--- src/rtl/fxl_pkg.sv ---
package fxl_pkg;
  typedef enum logic [1:0] {
    FX_IDLE  = 2'd0,
    FX_WAIT  = 2'd1,
    FX_STALL = 2'd2
  } fx_state_e;
endpackage

--- src/rtl/fxl_entries.sv ---
module fxl_entries #(
  parameter int PN_W = 20,
  localparam int NENT = 2
) (
  input  logic            clk,
  input  logic            rst,
  input  logic [PN_W-1:0] look_epn,
  input  logic            touch,
  input  logic            wr_en,
  input  logic [PN_W-1:0] wr_epn,
  input  logic [PN_W-1:0] wr_rpn,
  input  logic            inval,
  output logic            hit,
  output logic [PN_W-1:0] hit_rpn
);
  logic [NENT-1:0] vld_q;
  logic [PN_W-1:0] epn_q [NENT];
  logic [PN_W-1:0] rpn_q [NENT];
  logic            lru_q;
  logic [NENT-1:0] look_m;
  logic [NENT-1:0] wr_m;
  logic            hit_idx;
  logic            wr_idx;

  for (genvar i = 0; i < NENT; i++) begin : g_ent
    assign look_m[i] = vld_q[i] && (epn_q[i] == look_epn);
    assign wr_m[i]   = vld_q[i] && (epn_q[i] == wr_epn);
  end

  assign hit     = |look_m;
  assign hit_idx = look_m[1];
  assign hit_rpn = rpn_q[hit_idx];
  // same page already held: overwrite it, else take the LRU slot
  assign wr_idx  = (|wr_m) ? wr_m[1] : lru_q;

  always_ff @(posedge clk) begin
    if (rst) begin
      vld_q <= '0;
      lru_q <= 1'b0;
    end else if (inval) begin
      vld_q <= '0;
    end else if (wr_en) begin
      vld_q[wr_idx] <= 1'b1;
      lru_q         <= ~wr_idx;
    end else if (touch && hit) begin
      lru_q <= ~hit_idx;
    end
  end

  always_ff @(posedge clk) begin
    if (!rst && !inval && wr_en) begin
      epn_q[wr_idx] <= wr_epn;
      rpn_q[wr_idx] <= wr_rpn;
    end
  end

  a_r5_single_hit: assert property (@(posedge clk) disable iff (rst)
    $countones(look_m) <= 1);

  a_r6_hit_lru: assert property (@(posedge clk) disable iff (rst)
    (touch && hit && !wr_en && !inval) |=> (lru_q != $past(hit_idx)));

  a_r10_inval_clears: assert property (@(posedge clk) disable iff (rst)
    inval |=> !hit);
endmodule

--- src/rtl/fxl_ctrl.sv ---
module fxl_ctrl
  import fxl_pkg::*;
(
  input  logic clk,
  input  logic rst,
  input  logic fa_valid,
  input  logic xlat_en,
  input  logic hit,
  input  logic fill_valid,
  input  logic fill_fault,
  input  logic irq,
  input  logic redirect,
  output logic req_valid,
  output logic lookup_req,
  output logic fetch_fail,
  output logic touch
);
  fx_state_e st_q, st_d;
  logic      fill_ok;

  assign fill_ok = fill_valid && !fill_fault;

  always_comb begin
    st_d       = st_q;
    req_valid  = 1'b0;
    lookup_req = 1'b0;
    touch      = 1'b0;
    case (st_q)
      FX_IDLE: begin
        if (fa_valid) begin
          if (!xlat_en) begin
            req_valid = 1'b1;
          end else if (hit) begin
            req_valid = 1'b1;
            touch     = 1'b1;
          end else begin
            lookup_req = 1'b1;
            st_d       = FX_WAIT;
          end
        end
      end
      FX_WAIT: st_d = fill_ok ? FX_IDLE : FX_STALL;
      FX_STALL: if (irq || redirect || fill_ok) st_d = FX_IDLE;
      default: st_d = FX_IDLE;
    endcase
  end

  always_ff @(posedge clk) begin
    if (rst) st_q <= FX_IDLE;
    else     st_q <= st_d;
  end

  assign fetch_fail = (st_q == FX_STALL);

  a_r4_low_after_lookup: assert property (@(posedge clk) disable iff (rst)
    lookup_req |=> (!req_valid && !lookup_req));

  a_r7_fault_stalls: assert property (@(posedge clk) disable iff (rst)
    ($past(lookup_req) && !fill_ok) |=> fetch_fail);

  a_r7_stall_blocks: assert property (@(posedge clk) disable iff (rst)
    fetch_fail |-> (!req_valid && !lookup_req));

  a_r8_stall_exit: assert property (@(posedge clk) disable iff (rst)
    (fetch_fail && (irq || redirect || fill_ok)) |=> !fetch_fail);
endmodule

--- src/rtl/fetch_xlat2.sv ---
module fetch_xlat2 #(
  parameter int ADDR_W    = 32,
  parameter int PAGE_BITS = 12,
  localparam int PN_W     = ADDR_W - PAGE_BITS
) (
  input  logic              clk,
  input  logic              rst,
  input  logic              fa_valid,
  input  logic [ADDR_W-1:0] fa_addr,
  input  logic              xlat_en,
  input  logic              redirect,
  input  logic              irq,
  input  logic              inval,
  input  logic              fill_valid,
  input  logic              fill_fault,
  input  logic [PN_W-1:0]   fill_epn,
  input  logic [PN_W-1:0]   fill_rpn,
  output logic              rq_valid,
  output logic [ADDR_W-1:0] rq_addr,
  output logic              lookup_req,
  output logic [PN_W-1:0]   lookup_epn,
  output logic              fetch_fail
);
  logic            hit;
  logic            touch;
  logic [PN_W-1:0] hit_rpn;
  logic            wr_en;

  assign lookup_epn = fa_addr[ADDR_W-1:PAGE_BITS];
  assign wr_en      = fill_valid && !fill_fault;

  fxl_entries #(.PN_W(PN_W)) u_ent (
    .clk      (clk),
    .rst      (rst),
    .look_epn (lookup_epn),
    .touch    (touch),
    .wr_en    (wr_en),
    .wr_epn   (fill_epn),
    .wr_rpn   (fill_rpn),
    .inval    (inval),
    .hit      (hit),
    .hit_rpn  (hit_rpn)
  );

  fxl_ctrl u_ctrl (
    .clk        (clk),
    .rst        (rst),
    .fa_valid   (fa_valid),
    .xlat_en    (xlat_en),
    .hit        (hit),
    .fill_valid (fill_valid),
    .fill_fault (fill_fault),
    .irq        (irq),
    .redirect   (redirect),
    .req_valid  (rq_valid),
    .lookup_req (lookup_req),
    .fetch_fail (fetch_fail),
    .touch      (touch)
  );

  assign rq_addr = xlat_en ? {hit_rpn, fa_addr[PAGE_BITS-1:0]} : fa_addr;

  a_r2_passthru: assert property (@(posedge clk) disable iff (rst)
    (rq_valid && !xlat_en) |-> (rq_addr == fa_addr));

  a_r3_offset_kept: assert property (@(posedge clk) disable iff (rst)
    rq_valid |-> (rq_addr[PAGE_BITS-1:0] == fa_addr[PAGE_BITS-1:0]));

  a_r11_no_input: assert property (@(posedge clk) disable iff (rst)
    !fa_valid |-> (!rq_valid && !lookup_req));
endmodule

--- config.mk ---
export PLATFORM = sky130hd
export DESIGN_NAME = fetch_xlat2
export DESIGN_NICKNAME = d
export VERILOG_FILES = /design/src/rtl/fxl_pkg.sv /design/src/rtl/fxl_entries.sv /design/src/rtl/fxl_ctrl.sv /design/src/rtl/fetch_xlat2.sv
export SDC_FILE = /design/constraint.sdc
export NUM_CORES = 1
export LEC_CHECK = 0
export ABC_AREA = 1
export BUFFER_PORTS_ARGS = -buffer_cell sky130_fd_sc_hd__buf_2
export CORE_MARGIN = 2
export CORE_UTILIZATION = 54
export DETAILED_ROUTE_END_ITERATION = 10
export PLACE_DENSITY_LB_ADDON = 0.08
export SYNTH_ARGS = -nofsm -noshare
export SYNTH_HDL_FRONTEND = slang
export SYNTH_SLANG_ARGS = --single-unit
--- constraint.sdc ---
create_clock -name clk -period 10.9 [get_ports clk]
set_input_delay 2.18 -clock clk [delete_from_list [all_inputs] [get_ports clk]]
set_output_delay 2.18 -clock clk [all_outputs]
set_load 0.005 [all_outputs]
==> parameters.txt, run 1 <==
Parameter                              Value

Outcome
  Run status ... finished clean

STA
  Clock Skews ... 0.00923 ns
  Transition time at the pin with the least slew margin ... 1.20 ns
  Relative max-transition margin ... 0.200
  Final count of pins violating max slew ... 0
  Setup violators final ... 0
  Accumulated negative setup slack ... 0 ns
  Hold slack final ... 0.533 ns
  Post-route clock period utilization ... 0.610
  Top achievable clock speed ... 150 MHz
  Setup repair after global routing missed its margin ... no
  Final period demand of the worst path ... 6.64 ns
  Worst path setup slack after routing ... 4.26 ns
  Final hold viol count ... 0

Setup path
  Number of cell instances on the worst register-to-register path ... 8
  Worst setup SP type ... primary input
  Reg2reg start ... u_ent.epn_q[0][7]
  Crit. Startpoint ... fa_addr[28]
  Critical path class ... primary input to output pin
  Count of buffer and inverter cells on the critical path ... 3
  Required time at the worst-slack endpoint ... 8.72 ns
  Critical-path cell list ... buf_2, inv_1, nand2_1, nand2_1, nand3_1, nor4_1, nand3_1, o21ai_1, o21ai_1, buf_2
  Worst setup slack for register-to-register paths ... 8.15 ns
  CP arrival ... 4.46 ns
  Critical path peak fanout ... 20
  Endpoint of the lowest-slack register-to-register path ... u_ent.epn_q[0][14]
  Crit path capture type ... output pin
  Largest stage delay, worst path ... 0.75 ns
  Cell at the slowest stage of the critical path ... sky130_fd_sc_hd__nand3_1
  CP delay by family, top ... simple AND/OR/NAND/NOR gates

Die
  Initial cell density of the core ... 0.557
  Die Height ... 99.1 um
  Core region area ... 0.00876 sq mm
  Full die area ... 0.00982 sq mm
  Standard-cell rows ... 34
  Die boundary width ... 99.1 um
  Ports ... 136

Global route
  Wire length of the first global-routing pass ... 19,600 um
  Via count of the first global-routing pass ... 3,890
  Initial antenna violation count ... 0
  Maximum number of pins on one net before global-route repair ... 33
  Global route overflow ... 0
  Global-route usage over all layers ... 0.264

Placed design
  Port Buffer Count ... 111
  Placed inst area ... 0.00532 sq mm
  RePlAce Congestion ... 0.924
  DPL Wire Length ... 9610 um
  Setup slack after placement ... 4.29 ns

Logic synthesis
  Yosys warning total ... 0
  Number of cells produced by synthesis ... 574
  Number of enable-type register cells in the synthesized netlist ... 80
  Part of the Yosys area used for sequential elements ... 0.513
  Flop and latch count out of synthesis ... 85
  Share of synthesized flip-flops with an asynchronous set or reset ... 0
  Most instantiated library cell after synthesis ... sky130_fd_sc_hd__nand2_1
  Synthesized Nets ... 655
  Area fraction of the dominant cell type after synthesis ... 0.492
  Flip-flop cell with the highest count after synthesis ... sky130_fd_sc_hd__edfxtp_1
  Post-synth top area cell ... sky130_fd_sc_hd__edfxtp_1
  Cell area after technology mapping ... 0.00488 sq mm
  Leading post-synthesis cells by cell area ... sky130_fd_sc_hd__edfxtp_1 (49%), sky130_fd_sc_hd__nand2_1 (12%), sky130_fd_sc_hd__inv_1 (6.3%), sky130_fd_sc_hd__buf_4 (4.9%), sky130_fd_sc_hd__o21ai_1 (4.2%)
  Average size of a mapped cell ... 8.51 sq um
  Most common library cells after synthesis ... sky130_fd_sc_hd__nand2_1 (155), sky130_fd_sc_hd__inv_1 (82), sky130_fd_sc_hd__edfxtp_1 (80)
  Synth cell types ... 31

Run
  Number of max-capacitance violations reported ... 0

Min path
  Capture endpoint of the worst hold path ... u_ctrl.st_q[1]
  Depth of the worst hold-timing path ... 2
  Worst Hold Launch ... u_ctrl.st_q[0]
  Worst hold-check path type ... register to register

Clock tree
  Cell at the root of the clock tree ... sky130_fd_sc_hd__clkbuf_8
  Post-CTS Hold Buffers ... 0
  Setup repair bufs after CTS ... 0
  Clock latency at the later pin of the worst-skew pair ... 0.35 ns
  Clock tree from TritonCTS ... built
  Clk sink count ... 85
  Post-cts sizing count ... 0
  CTS HTree Levels ... 3
  Clock input transition at the sequential cells of the worst setup and hold paths ... 0.08 ns
  Maximum clock insertion buffer count ... 2
  Num CTS Buffers ... 9

Route
  Routed length on met3 ... 695 um
  Overall routed net length ... 12,800 um
  Met2 routed WL ... 6070 um
  First-pass detailed-route iteration total ... 5
  Avg WL per Cell ... 16.6 um
  Routed metal-1 wirelength ... 5830 um
  Remaining number of nets flagged by the antenna check after routing ... 0
  Top metal layer carrying routed signals ... met4
  Via count ... 4,005
  Remaining design rule violation count ... 0
  Average via count per standard cell ... 5.19
  First DRT Iteration DRCs ... 213

Power
  Worst VDD drop ... 70.3 uV
  Leakage dissipation ... 0.00253 uW
  Post-layout total power ... 638 uW
  Power per Cell Area ... 116 mW/mm^2

Cells and area
  Post-route cell area ... 0.00548 sq mm
  Area grow syn2layout ... 12.3%
  Layout Nets ... 739
  Count of antenna diodes in the layout ... 0
  Proportion of layout cells with a drive suffix above 1 ... 0.267
==> how the worst max path moves through the flow <==
stage	cells after the start	slack [ns]	to
6_report	10	4.26	rq_addr[12]
5_1_grt	10	4.10	rq_addr[12]
4_1_cts	10	4.30	rq_addr[12]
3_5_place_dp	10	4.29	rq_addr[12]
3_3_place_gp	10	4.30	rq_addr[12]
2_1_floorplan	9	5.60	rq_addr[12]
==> registers in the layout, indices dropped and copies added, names as in the netlist <==
name         count
u_ent.epn_q     40
u_ent.lru_q      1
u_ctrl.st_q      2
u_ent.rpn_q     40
u_ent.vld_q      2
==> per-stage QoR <==
step,util,std cells
2_1_floorplan,-,574
3_3_place_gp,0.607,755
3_5_place_dp,0.607,755
4_1_cts,0.625,771
5_1_grt,0.625,771
6_report,0.625,771
==> where the power goes <==
part / switching [uW] / total (uW) / internal (uW)
Combinational: 48.0 / 78.2 / 30.3
Clock: 109 / 197 / 88.4
Sequential: 2.14 / 363 / 361
==> worst reg2reg max path: stages, from the launching register on <==
cell,delay [ns]
sky130_fd_sc_hd__edfxtp_1,0.43
sky130_fd_sc_hd__xnor2_1,0.32
sky130_fd_sc_hd__nand3_1,0.11
sky130_fd_sc_hd__nor2_1,0.22
sky130_fd_sc_hd__nand3_1,0.14
sky130_fd_sc_hd__nand2_1,0.18
sky130_fd_sc_hd__nand2_1,0.13
sky130_fd_sc_hd__nor2_4,0.40
sky130_fd_sc_hd__buf_4,0.47
==> layer usage <==
metal	vias up	global-route usage
met2	139	0.426
met4	0	0.0769
met5	-	0
met3	17	0.0440
met1	1872	0.368
li1	1977	-
==> final cells by class <==
type,count,area (sq um)
multi-input cells,352,1740
fillers,784,3280
clock inverters,3,15.0
clock buffers,13,149
repair buffers,113,571
well taps,108,135
flip-flops and latches,85,2500
inverters,97,364
==> logic make-up after synthesis <==
group,synth area share
AND/OR/NAND/NOR,0.211
flip-flops,0.513
AO/OA/AOI/OAI,0.108
buffers and inverters,0.134
XOR/XNOR,0.0341
==> placed cells by master (no fill, tap or decap), drive strengths merged <==
master	n
nand2	161
buf	113
inv	97
edfxtp	80
o21ai	56
nor2	53
a21oi	22
nand3	19
xnor2	16
clkbuf	13
nand4	7
o22ai	5
dfxtp	5
xor2	3
clkinv	3
nor3	2
nor4	2
o211ai	2
and3	1
or2	1
o21bai	1
a21boi	1
Note: power is estimated with default switching activity, not from simulation.
==> run 2: changes to the inputs <==
- CORE_UTILIZATION: 54 -> 53
- clock period: 10.9 -> 6.3 ns (I/O delays scaled with it)
==> parameters.txt, run 2 (synthesis gave the netlist of run 1 again) <==
Parameter                              Value

STA
  Accumulated negative setup slack ... 0 ns
  Hold slack final ... 0.531 ns
  Post-route clock period utilization ... 0.759
  Relative max-transition margin ... 0.202
  Final count of pins violating max slew ... 0
  Top achievable clock speed ... 209 MHz
  Final period demand of the worst path ... 4.78 ns
  Setup repair after global routing missed its margin ... no
  Final hold viol count ... 0
  Clock Skews ... 0.0151 ns
  Setup violators final ... 0
  Transition time at the pin with the least slew margin ... 1.20 ns

Global route
  Maximum number of pins on one net before global-route repair ... 34
  Wire length of the first global-routing pass ... 19,100 um
  Global-route usage over all layers ... 0.253
  Global Route met3 Usage ... 0.0432
  Global routing met1 resource utilization ... 0.346
  Met2 Track Usage GR ... 0.427
  Initial antenna violation count ... 0
  Global route overflow ... 0
  Busiest grt layer ... met2
  Via count of the first global-routing pass ... 3,800

Clock tree
  Post-CTS Hold Buffers ... 0
  Clock latency at the later pin of the worst-skew pair ... 0.35 ns
  Num CTS Buffers ... 9
  Maximum clock insertion buffer count ... 2
  Clock tree from TritonCTS ... built
  Cell at the root of the clock tree ... sky130_fd_sc_hd__clkbuf_8
  Post-cts sizing count ... 0
  Clk sink count ... 85
  CTS HTree Levels ... 3
  Clock input transition at the sequential cells of the worst setup and hold paths ... 0.09 ns
  Setup repair bufs after CTS ... 0

Cells and area
  Multi-input logic area ... 0.00174 sq mm
  Most common library cell in the layout ignoring fill and taps ... sky130_fd_sc_hd__nand2_1
  Count of antenna diodes in the layout ... 0
  Finished Layout Cells ... 774
  Area grow syn2layout ... 13.7%
  Layout Nets ... 739
  Proportion of layout cells with a drive suffix above 1 ... 0.267
  Final-layout fill cell count ... 844
  Registers with the highest flip-flop counts ... u_ent.epn_q: 40 flops, u_ent.rpn_q: 40 flops
  FF/Latch Area ... 0.00250 sq mm
  Commonest cells after routing, fill and taps aside ... sky130_fd_sc_hd__nand2_1 (155), sky130_fd_sc_hd__buf_2 (111), sky130_fd_sc_hd__inv_1 (82), sky130_fd_sc_hd__edfxtp_1 (80), sky130_fd_sc_hd__nor2_1 (47)

Run
  Number of max-capacitance violations reported ... 0

Route
  Avg WL per Cell ... 15.9 um
  Via count ... 4,012
  Remaining number of nets flagged by the antenna check after routing ... 0
  Remaining design rule violation count ... 0
  Overall routed net length ... 12,300 um
  First DRT Iteration DRCs ... 218
  Average via count per standard cell ... 5.18
  First-pass detailed-route iteration total ... 4

Setup path
  Critical path class ... primary input to output pin
  Critical path peak fanout ... 20
  Required time at the worst-slack endpoint ... 5.04 ns
  Worst setup SP type ... primary input
  Crit path capture type ... output pin
  CP arrival ... 3.52 ns

Die
  Core region area ... 0.00906 sq mm
  Initial cell density of the core ... 0.539
  Die boundary width ... 100 um
  Die Height ... 100 um
  Standard-cell rows ... 35
  Full die area ... 0.0100 sq mm
  Ports ... 136

Placed design
  RePlAce Congestion ... 0.956
  Total placed cells including tap cells ... 758
  Port Buffer Count ... 111
  DPL Wire Length ... 9240 um

Outcome
  Run status ... finished clean

Min path
  Worst hold-check path type ... register to register

Power
  Power per Cell Area ... 220 mW/mm^2
  Worst VDD drop ... 146 uV
  Leakage dissipation ... 0.00255 uW
## run 2: changes by cell type in the layout (fill, tap and decap cells not counted), sizes merged
cell,previous run,this run
bufinv,0,3
clkinv,3,0
clkbuf,13,12
clkinvlp,0,1
## run 2: power breakdown
part | total [uW] | switching, uW | internal [uW]
sequential | 628 | 3.70 | 624
combinational | 133 | 80.3 | 52.3
clock | 460 | 196 | 264
total | 1220 | 280 | 941
## run 2: path summary, 6_finish.rpt
kind | to | cells past startpoint | slack, ns | from
min | u_ctrl.st_q[1] | 2 | 0.53 | u_ctrl.st_q[0]
max reg2reg | u_ent.epn_q[0][2] | 8 | 3.72 | u_ent.epn_q[0][7]
max | rq_addr[12] | 10 | 1.52 | fa_addr[28]
min reg2reg | u_ctrl.st_q[1] | 2 | 0.53 | u_ctrl.st_q[0]
## run 2: layout make-up
type,count,area share
inverter,97,0.0656
clock inverter,4,0.0176
multi-input combinational,352,0.314
tap,111,0.0250
sequential,85,0.451
clock buffer,12,0.0243
timing repair buffer,113,0.103
## run 2: critical path: stages
cell and delay [ns]:
sky130_fd_sc_hd__buf_2 0.11, sky130_fd_sc_hd__inv_1 0.09, sky130_fd_sc_hd__nand2_1 0.06, sky130_fd_sc_hd__nand2_1 0.10, sky130_fd_sc_hd__nand3_1 0.08, sky130_fd_sc_hd__nor4_1 0.28
sky130_fd_sc_hd__nand3_1 0.76, sky130_fd_sc_hd__o21ai_1 0.44, sky130_fd_sc_hd__o21ai_1 0.16, sky130_fd_sc_hd__buf_2 0.16
## run 2: routing by layer
metal | share of wire | wire length, um
met1 | 0.45 | 5590
met5 | 0 | 0
met4 | 0.013 | 155
met3 | 0.059 | 732
met2 | 0.47 | 5850
## run 2: through the flow
stage	util	worst slack, ns	instance area (sq um)	total power [uW]
final	0.613	1.52	5550	1220
after global routing	0.613	1.38	5550	1270
after CTS	0.613	1.53	5550	1230
after detailed placement	0.587	1.53	5320	774
after global placement	0.587	1.56	5320	771
after floorplan	-	2.09	4880	719
==> run 3: changes to the inputs <==
- ABC_AREA: 1 -> 0
- CORE_UTILIZATION: 53 -> 46
- clock period: 6.3 -> 3.9 ns (I/O delays scaled with it)
==> parameters.txt, run 3 <==
Parameter                              Value

Outcome
  Run status ... finished clean

Power
  Post-layout total power ... 1780 uW
  Worst VDD drop ... 202 uV
  Leakage dissipation ... 0.00193 uW
  Power per Cell Area ... 363 mW/mm^2

Logic synthesis
  Average size of a mapped cell ... 13.1 sq um
  Most instantiated library cell after synthesis ... sky130_fd_sc_hd__edfxtp_1
  Synth cell types ... 30
  Area fraction of the dominant cell type after synthesis ... 0.563
  Part of the Yosys area used for sequential elements ... 0.586
  Post-synth top area cell ... sky130_fd_sc_hd__edfxtp_1
  Synthesized Nets ... 406
  Flop and latch count out of synthesis ... 85
  Share of synthesized flip-flops with an asynchronous set or reset ... 0
  Leading post-synthesis cells by cell area ... sky130_fd_sc_hd__edfxtp_1 (56%), sky130_fd_sc_hd__xnor2_1 (8.6%), sky130_fd_sc_hd__xor2_1 (7.8%), sky130_fd_sc_hd__buf_4 (5.6%), sky130_fd_sc_hd__mux2i_1 (4.9%)
  Yosys warning total ... 0
  Flip-flop cell with the highest count after synthesis ... sky130_fd_sc_hd__edfxtp_1
  Cell area after technology mapping ... 0.00427 sq mm
  Number of enable-type register cells in the synthesized netlist ... 80
  Most common library cells after synthesis ... sky130_fd_sc_hd__edfxtp_1 (80), sky130_fd_sc_hd__xnor2_1 (42), sky130_fd_sc_hd__xor2_1 (38)
  Number of cells produced by synthesis ... 325

Clock tree
  Post-cts sizing count ... 0
  Clock latency at the later pin of the worst-skew pair ... 0.34 ns
  Setup repair bufs after CTS ... 0
  CTS HTree Levels ... 3
  Clk sink count ... 85
  Cell at the root of the clock tree ... sky130_fd_sc_hd__clkbuf_8
  Maximum clock insertion buffer count ... 2
  Num CTS Buffers ... 9
  Clock tree from TritonCTS ... built
  Post-CTS Hold Buffers ... 0
  Clock input transition at the sequential cells of the worst setup and hold paths ... 0.08 ns

Route
  Avg WL per Cell ... 16.9 um
  First-pass detailed-route iteration total ... 4
  First DRT Iteration DRCs ... 86
  Average via count per standard cell ... 5.12
  Remaining design rule violation count ... 0
  Via count ... 2,696
  Overall routed net length ... 8890 um
  Remaining number of nets flagged by the antenna check after routing ... 0

Setup path
  CP arrival ... 2.53 ns
  Critical path class ... primary input to output pin
  Crit path capture type ... output pin
  Cell at the slowest stage of the critical path ... sky130_fd_sc_hd__nand3_4
  Required time at the worst-slack endpoint ... 3.12 ns
  Worst setup SP type ... primary input
  Most common cell on crit path ... sky130_fd_sc_hd__buf_2
  Critical path peak fanout ... 21
  Critical-path cell list ... buf_2, xnor2_1, nand4_1, nor4_4, nand3_4, mux2i_1, a21oi_1, buf_2
  Largest stage delay, worst path ... 0.40 ns

Global route
  Global-route usage over all layers ... 0.180
  Global route overflow ... 0
  Wire length of the first global-routing pass ... 13,500 um
  Via count of the first global-routing pass ... 2,573
  Maximum number of pins on one net before global-route repair ... 43
  Initial antenna violation count ... 0

Die
  Die Height ... 100 um
  Ports ... 136
  Standard-cell rows ... 35
  Core region area ... 0.00911 sq mm
  Die boundary width ... 100 um
  Full die area ... 0.0101 sq mm
  Initial cell density of the core ... 0.469

STA
  Transition time at the pin with the least slew margin ... 0.735 ns
  Post-route clock period utilization ... 0.849
  Top achievable clock speed ... 302 MHz
  Final hold viol count ... 0
  Setup repair after global routing missed its margin ... no
  Final count of pins violating max slew ... 0
  Final period demand of the worst path ... 3.31 ns
  Worst path setup slack after routing ... 0.587 ns
  Relative max-transition margin ... 0.510
  Clock Skews ... 0.0105 ns
  Accumulated negative setup slack ... 0 ns
  Hold slack final ... 0.531 ns
  Setup violators final ... 0

Min path
  Worst hold-check path type ... register to register

Cells and area
  Area grow syn2layout ... 14.8%
  Commonest cells after routing, fill and taps aside ... sky130_fd_sc_hd__buf_2 (111), sky130_fd_sc_hd__edfxtp_1 (80), sky130_fd_sc_hd__xnor2_1 (42), sky130_fd_sc_hd__xor2_1 (38), sky130_fd_sc_hd__nor2_1 (27)
  Layout Nets ... 493
  Most common library cell in the layout ignoring fill and taps ... sky130_fd_sc_hd__buf_2
  Final-layout fill cell count ... 834
  Registers with the highest flip-flop counts ... u_ent.epn_q: 40 flops, u_ent.rpn_q: 40 flops
  Proportion of layout cells with a drive suffix above 1 ... 0.329
  Post-route cell area ... 0.00490 sq mm
  Count of antenna diodes in the layout ... 0

Placed design
  Setup slack after placement ... 0.524 ns
  RePlAce Congestion ... 0.752
  DPL Wire Length ... 6590 um
  Placed inst area ... 0.00472 sq mm
  Port Buffer Count ... 111

Run
  Number of max-capacitance violations reported ... 0
-- run 3: cell count changes in the layout (fill, tap and decap cells not counted), sizes merged, moves of 14 or more --
cell / before / now
inv: 97 / 1
o21ai: 56 / 0
nor2: 53 / 27
xnor2: 16 / 42
xor2: 3 / 38
nand3: 19 / 5
nand2: 161 / 0
mux2i: 0 / 21
-- run 3: through the flow --
step                instances   util
floorplan                 325      -
global placement          512  0.518
detailed placement        512  0.518
CTS                       527  0.538
global route              527  0.538
finish                    527  0.538
-- run 3: cell families after synthesis --
group | share of synthesized area
AO/OA/AOI/OAI | 0.0422
XOR/XNOR | 0.164
buffers and inverters | 0.0668
flip-flops | 0.586
multiplexers | 0.0492
AND/OR/NAND/NOR | 0.0917
-- run 3: worst paths after layout --
check / start / end / slack, ns / depth (start not counted)
worst max-delay path: fa_addr[13] / rq_addr[25] / 0.59 / 8
worst min-delay path: u_ent.vld_q[0] / u_ent.vld_q[0] / 0.53 / 1
worst max register to register: u_ent.epn_q[0][9] / u_ent.rpn_q[0][5] / 1.28 / 7
worst min register to register: u_ent.vld_q[0] / u_ent.vld_q[0] / 0.53 / 1
-- run 3: critical path: cells and delay by family --
kind / cells / cell delay [ns]
mux: 1 / 0.29
buf+inv: 2 / 0.29
xor+xnor: 1 / 0.18
simple gates: 3 / 0.89
compound gates: 1 / 0.09
-- run 3: area by class of cell --
type                    count  area [sq um]  area share
flip-flops and latches     85          2500       0.510
clock inverters             5          52.6      0.0107
multi-input cells         200          1490       0.304
clock buffers              10           128      0.0260
repair buffers            115           586       0.119
well taps                 111           139      0.0283
inverters                   1          3.75    0.000766
-- run 3: power breakdown --
part / internal (uW) / switching (uW) / leakage, uW
Sequential: 1010 / 5.84 / 0.000763
Clock: 290 / 296 / 0.0000919
Combinational: 81.1 / 98.6 / 0.00108
-- run 3: metal layers --
metal | wire length [um] | GRT usage
met5 | 0 | 0
met4 | 88 | 0.0632
met3 | 572 | 0.0355
met2 | 4220 | 0.288
met1 | 4010 | 0.247
